$ cat src/rtl/occ_pkg.sv
package occ_pkg;

  // Outcome carried down the halving pipeline next to the window.
  typedef struct packed {
    logic gaveUp;   // both halves held a zero at some level
    logic noZero;   // neither half held a zero: every bit set
    logic full;     // carried from the entry stage
    logic empty;    // carried from the entry stage
  } stageFlags_t;

  // Strobes from the control to the datapath.
  typedef struct packed {
    logic clear;    // wipe every pipeline register
    logic ready;    // last stage holds a post-reset result
  } occCtrl_t;

endpackage

$ cat src/rtl/occ_halve_level.sv
module occ_halve_level
  import occ_pkg::*;
#(
  parameter int IN_W  = 32,
  parameter int IDX_W = 5,
  parameter int LEVEL = 0
) (
  input  logic              clk,
  input  logic              clear,
  input  logic [IN_W-1:0]   winIn,
  input  logic [IDX_W-1:0]  idxIn,
  input  stageFlags_t       flagsIn,
  output logic [IN_W/2-1:0] winOut,
  output logic [IDX_W-1:0]  idxOut,
  output stageFlags_t       flagsOut
);
  localparam int HALF_W  = IN_W / 2;
  localparam int IDX_BIT = IDX_W - 1 - LEVEL;

  logic [HALF_W-1:0] lowHalf;
  logic [HALF_W-1:0] highHalf;
  logic              zeroLow;
  logic              zeroHigh;
  logic              settled;
  logic              pickHigh;
  logic [HALF_W-1:0] winNext;
  logic [IDX_W-1:0]  idxNext;
  stageFlags_t       flagsNext;

  assign lowHalf  = winIn[HALF_W-1:0];
  assign highHalf = winIn[IN_W-1:HALF_W];
  assign zeroLow  = ~&lowHalf;
  assign zeroHigh = ~&highHalf;
  assign settled  = flagsIn.gaveUp | flagsIn.noZero;

  always_comb begin
    flagsNext = flagsIn;
    winNext   = lowHalf;
    pickHigh  = 1'b0;
    if (!settled) begin
      if (zeroLow && zeroHigh) begin
        flagsNext.gaveUp = 1'b1;
      end else if (!zeroLow && !zeroHigh) begin
        flagsNext.noZero = 1'b1;
      end else begin
        pickHigh = zeroHigh;
        winNext  = zeroHigh ? highHalf : lowHalf;
      end
    end
  end

  always_comb begin
    idxNext          = idxIn;
    idxNext[IDX_BIT] = pickHigh;
  end

  always_ff @(posedge clk) begin
    if (clear) begin
      winOut   <= '0;
      idxOut   <= '0;
      flagsOut <= '0;
    end else begin
      winOut   <= winNext;
      idxOut   <= idxNext;
      flagsOut <= flagsNext;
    end
  end

endmodule

$ cat src/rtl/occ_control.sv
module occ_control
  import occ_pkg::*;
#(
  parameter int LEVELS = 5   // at least 2
) (
  input  logic     clk,
  input  logic     rst,
  output occCtrl_t ctrl
);
  logic [LEVELS-1:0] liveQ;

  always_ff @(posedge clk) begin
    if (rst) liveQ <= '0;
    else     liveQ <= {liveQ[LEVELS-2:0], 1'b1};
  end

  assign ctrl.clear = rst;
  assign ctrl.ready = liveQ[LEVELS-1];

endmodule

$ cat src/rtl/occ_datapath.sv
module occ_datapath
  import occ_pkg::*;
#(
  parameter int NUM_ENTRIES = 32,
  parameter int LEVELS      = $clog2(NUM_ENTRIES)
) (
  input  logic              clk,
  input  occCtrl_t          ctrl,
  input  logic [NUM_ENTRIES-1:0] validVec,
  output logic              isFull,
  output logic              isEmpty,
  output logic              isAlmostFull,
  output logic              searchAbort,
  output logic [LEVELS-1:0] zeroIndex
);
  for (genvar k = 0; k < LEVELS; k++) begin : g_lvl
    localparam int IN_W = NUM_ENTRIES >> k;
    logic [IN_W-1:0]   winIn;
    logic [IN_W/2-1:0] winOut;
    logic [LEVELS-1:0] idxIn;
    logic [LEVELS-1:0] idxOut;
    stageFlags_t       flagsIn;
    stageFlags_t       flagsOut;

    if (k == 0) begin : g_head
      assign winIn         = validVec;
      assign idxIn         = '0;
      assign flagsIn.gaveUp = 1'b0;
      assign flagsIn.noZero = 1'b0;
      assign flagsIn.full   = &validVec;
      assign flagsIn.empty  = ~|validVec;
    end else begin : g_body
      assign winIn   = g_lvl[k-1].winOut;
      assign idxIn   = g_lvl[k-1].idxOut;
      assign flagsIn = g_lvl[k-1].flagsOut;
    end

    occ_halve_level #(
      .IN_W (IN_W),
      .IDX_W(LEVELS),
      .LEVEL(k)
    ) u_level (
      .clk     (clk),
      .clear   (ctrl.clear),
      .winIn   (winIn),
      .idxIn   (idxIn),
      .flagsIn (flagsIn),
      .winOut  (winOut),
      .idxOut  (idxOut),
      .flagsOut(flagsOut)
    );
  end

  stageFlags_t       lastFlags;
  logic [LEVELS-1:0] lastIdx;
  logic              lastBit;
  logic              oneZero;

  assign lastFlags = g_lvl[LEVELS-1].flagsOut;
  assign lastIdx   = g_lvl[LEVELS-1].idxOut;
  assign lastBit   = g_lvl[LEVELS-1].winOut[0];

  // The surviving single bit must be the zero that was tracked.
  assign oneZero = ~lastFlags.gaveUp & ~lastFlags.noZero & ~lastBit;

  assign isFull       = ctrl.ready & lastFlags.full;
  assign isEmpty      = ctrl.ready & lastFlags.empty;
  assign isAlmostFull = ctrl.ready & oneZero;
  assign searchAbort  = ctrl.ready & lastFlags.gaveUp;
  assign zeroIndex    = (ctrl.ready & oneZero) ? lastIdx : '0;

endmodule

$ cat src/rtl/occ_status_detector.sv
module occ_status_detector
  import occ_pkg::*;
#(
  parameter int NUM_ENTRIES = 32,
  localparam int IDX_W      = $clog2(NUM_ENTRIES)
) (
  input  logic                   clk,
  input  logic                   rst,
  input  logic [NUM_ENTRIES-1:0] validVec,
  output logic                   isFull,
  output logic                   isEmpty,
  output logic                   isAlmostFull,
  output logic                   searchAbort,
  output logic [IDX_W-1:0]       zeroIndex,
  output logic                   statusValid
);
  occCtrl_t ctrl;

  occ_control #(.LEVELS(IDX_W)) u_control (
    .clk (clk),
    .rst (rst),
    .ctrl(ctrl)
  );

  occ_datapath #(.NUM_ENTRIES(NUM_ENTRIES), .LEVELS(IDX_W)) u_datapath (
    .clk         (clk),
    .ctrl        (ctrl),
    .validVec    (validVec),
    .isFull      (isFull),
    .isEmpty     (isEmpty),
    .isAlmostFull(isAlmostFull),
    .searchAbort (searchAbort),
    .zeroIndex   (zeroIndex)
  );

  assign statusValid = ctrl.ready;

endmodule

$ cat config.mk
export PLATFORM = sky130hd
export DESIGN_NAME = occ_status_detector
export DESIGN_NICKNAME = d
export VERILOG_FILES = /design/src/rtl/occ_pkg.sv /design/src/rtl/occ_halve_level.sv /design/src/rtl/occ_control.sv /design/src/rtl/occ_datapath.sv /design/src/rtl/occ_status_detector.sv
export SDC_FILE = /design/constraint.sdc
export NUM_CORES = 1
export LEC_CHECK = 0
export ABC_AREA = 1
export CAP_MARGIN = 20
export CELL_PAD_IN_SITES_DETAIL_PLACEMENT = 1
export CELL_PAD_IN_SITES_GLOBAL_PLACEMENT = 1
export CORE_MARGIN = 5
export CORE_UTILIZATION = 40
export DETAILED_ROUTE_END_ITERATION = 16
export DONT_BUFFER_PORTS = 1
export GPL_TIMING_DRIVEN = 0
export PLACE_DENSITY_LB_ADDON = 0.15
export SLEW_MARGIN = 0
export SYNTH_ARGS = -nofsm -noshare
export SYNTH_HDL_FRONTEND = slang
export SYNTH_SLANG_ARGS = --single-unit
$ cat constraint.sdc
create_clock -name clk -period 1.64 [get_ports clk]
set_input_delay 0.082 -clock clk [delete_from_list [all_inputs] [get_ports clk]]
set_output_delay 0.082 -clock clk [all_outputs]
set_load 0.01 [all_outputs]
==> results_dict.tcl <==
set metrics [dict create \
    core_region_area_um2 7610 \
    drv_slew 0 \
    reg2reg_slack_ps 20 \
    h-tree-depth 3 \
    fp.dieW_um 97.9 \
    synthesis.area_um2 3090 \
    max_freq_ghz 0.616 \
    critPathMaxFanout 10 \
    cts_root_buf "clkbuf_8" \
    synth.avg_cell_area_um2 7.17 \
    track_usage 0.165 \
    yosysSeqAreaShare 0.460 \
    reg2reg_depth 8 \
    hold_viol_final 0 \
    setup_violations 0 \
    r2r-end "u_datapath.g_lvl[1].u_level.winOut[2]" \
    leakage_nw 1.89 \
    whs_endpoint "u_datapath.g_lvl[0].u_level.winOut[6]" \
    cts_tree "built" \
    whs_ps 20.4 \
    gp_congestion 0.837 \
    die_area_um2 9580 \
    first_pass_iters 4 \
    rsz0062_at_grt "yes" \
    ant_nets 0 \
    syn-num-nets 473 \
    required_ps 1910 \
    cp-end-kind "register" \
    die_h_um 97.9 \
    clock_latency_ps 340 \
    grt.overflow.total 0 \
    period_needed_ps 1620 \
    drtIter0Drc 60 \
    fin_nets 521 \
    layout-drive-gt1-share 0.120 \
    finalCritPeriodShare 0.989 \
    hold_depth 4 \
    cts.path.max_buffers 2 \
    synth_cells 431 \
    post_drt_wl_per_cell_um 12.8 \
    start_util 0.406 \
    grt_pass1_wl_um 12500 \
    critical_path_class "register to register" \
    core.rowCount 32 \
    drc 0 \
    area_growth_pct 24.7 \
    timing.rr.start "u_datapath.g_lvl[0].u_level.winOut[5]" \
    routed_wl_um 7480 \
    peakVddDrop_uv 357 \
    via_per_inst 4.57 \
    cts_buffers 9 \
    worstHoldStart "validVec[22]" \
    hold_path_class "input pin to register" \
    portBuffers 0 \
    antenna_cells 0 \
    cts.clk_slew.worst_paths_ps 80 \
    cp.arrival_ps 1900 \
    power_density_nw_per_um2 891 \
    grt_antenna_before_repair 0 \
    grt_start_max_net_pins 15 \
    synth_seq_cells 71 \
    yosys_warnings 0 \
    place_hpwl_um 5380 \
    max_slew_margin 0.686 \
    maxCapViolations 0 \
    pin_count 44 \
    vias 2680 \
    tightest_slew_ps 471 \
    fin_skew_ps 11.3 \
    start_kind "register" \
    ys_types 26 \
    post-route-util 0.507 \
    grt_pass1_vias 2855 \
    cts.sinks 71 \
    status "finished clean" \
]
[sequential cells by signal, indices dropped and copies added (netlist names)]
register,count
u_datapath.g_lvl.u_level.idxOut,15
u_datapath.g_lvl.u_level.flagsOut,20
u_datapath.g_lvl.u_level.winOut,31
u_control.liveQ,5
[cell usage in the layout, fill, tap and decap left out, drive strengths merged, types with 2 or more instances in the layout]
master / count
nand4: 11
ha: 8
clkbuf: 12
nor3: 6
nand2: 71
dlygate4sd3: 34
nand3: 28
inv: 118
dfxtp: 71
nand3b: 2
o21ai: 2
a21oi: 17
clkinv: 2
nor2: 85
buf: 11
[Yosys cell counts]
cell type / n / share of area
inv_1: 115 / 0.14
nor2_1: 77 / 0.094
dfxtp_1: 71 / 0.46
nand2_1: 68 / 0.083
nand3_1: 20 / 0.032
a21oi_1: 16 / 0.026
nand4_1: 11 / 0.022
ha_1: 8 / 0.032
nand3_2: 8 / 0.026
nor2_2: 7 / 0.014
nor3_1: 6 / 0.0097
buf_2: 3 / 0.0049
clkbuf_1: 3 / 0.0036
buf_1: 2 / 0.0024
buf_6: 2 / 0.0073
nand2_4: 2 / 0.0073
nand3b_1: 2 / 0.0049
o21ai_0: 2 / 0.0032
a211oi_1: 1 / 0.0024
a21oi_2: 1 / 0.0028
a31oi_1: 1 / 0.0020
and2_1: 1 / 0.0020
buf_12: 1 / 0.0065
nand2_2: 1 / 0.0020
nor2_8: 1 / 0.0065
o211a_1: 1 / 0.0032
[cells by family after synthesis]
kind of cell,count (synthesis),share of synthesized area
AOI/OAI and AO/OA,22,0.0397
DFF,71,0.460
and+or+nand+nor,204,0.303
adders and majority gates,8,0.0324
buffers and inverters,126,0.164
[routing by layer]
| metal | up-vias | GRT usage | routed length, µm |
|---|---|---|---|
| met5 | - | 0 | 0 |
| met4 | 0 | 0.0905 | 297 |
| met3 | 21 | 0.0543 | 349 |
| met2 | 66 | 0.300 | 4010 |
| met1 | 1234 | 0.166 | 2830 |
| li1 | 1359 | - | - |
[critical path, cell delays in order (launching register included)]
cell and delay, ps:
dfxtp_2 350, nand4_1 120, nor3_2 240, nand3_2 140, ha_4 190, nor2_4 110
buf_6 150, nand2_1 100, a21oi_2 150
[how the worst max path moves through the flow]
stage,end,start,cells past startpoint,slack [ps]
final,u_datapath.g_lvl[1].u_level.winOut[2],u_datapath.g_lvl[0].u_level.winOut[5],8,20
after global routing,u_datapath.g_lvl[1].u_level.winOut[2],u_datapath.g_lvl[0].u_level.winOut[5],8,-60
after global placement,u_datapath.g_lvl[1].u_level.winOut[5],u_datapath.g_lvl[0].u_level.winOut[15],10,-210
after floorplan,u_datapath.g_lvl[1].u_level.winOut[5],u_datapath.g_lvl[0].u_level.winOut[15],10,7
after detailed placement,u_datapath.g_lvl[1].u_level.winOut[5],u_datapath.g_lvl[0].u_level.winOut[15],10,-240
after CTS,u_datapath.g_lvl[1].u_level.winOut[2],u_datapath.g_lvl[0].u_level.winOut[15],10,30
[report_power, final]
group	internal, mW	switching [mW]	total, mW	leakage (nW)
registers	1.77	0.0222	1.79	0.582
clock network	0.718	0.696	1.41	0.101
logic	0.104	0.125	0.229	1.20
total	2.59	0.844	3.43	1.89
[timing repair]
action,CTS,global route
setup buffers,2,1
hold buffers,34,0
gates resized for setup,7,13
pin swaps,2,5
endpoints found under the setup margin,9,8
endpoints found under the hold margin,18,0
[cell type report]
type	count	area [µm²]
plain buffers	11	85.1
clock buffers	9	124
clock inverters	7	77.6
fillers	968	3750
inverters	115	434
multi-input cells	234	1210
flip-flops and latches	71	1430
well taps	102	128
repair buffers	37	367
[through the flow]
stage / area, µm² / setup TNS, ps / total power, mW / instances / setup WS, ps
after global placement: 3220 / -1330 / 1.99 / 533 / -212
final: 3850 / 0 / 3.43 / 586 / 17.3
after global routing: 3850 / -326 / 3.61 / 586 / -59.1
after CTS: 3810 / 0 / 3.47 / 585 / 28.9
after detailed placement: 3220 / -1470 / 1.99 / 533 / -240
after floorplan: 3100 / 0 / 1.95 / 431 / 6.71
Power figures use the tool's default switching activity.
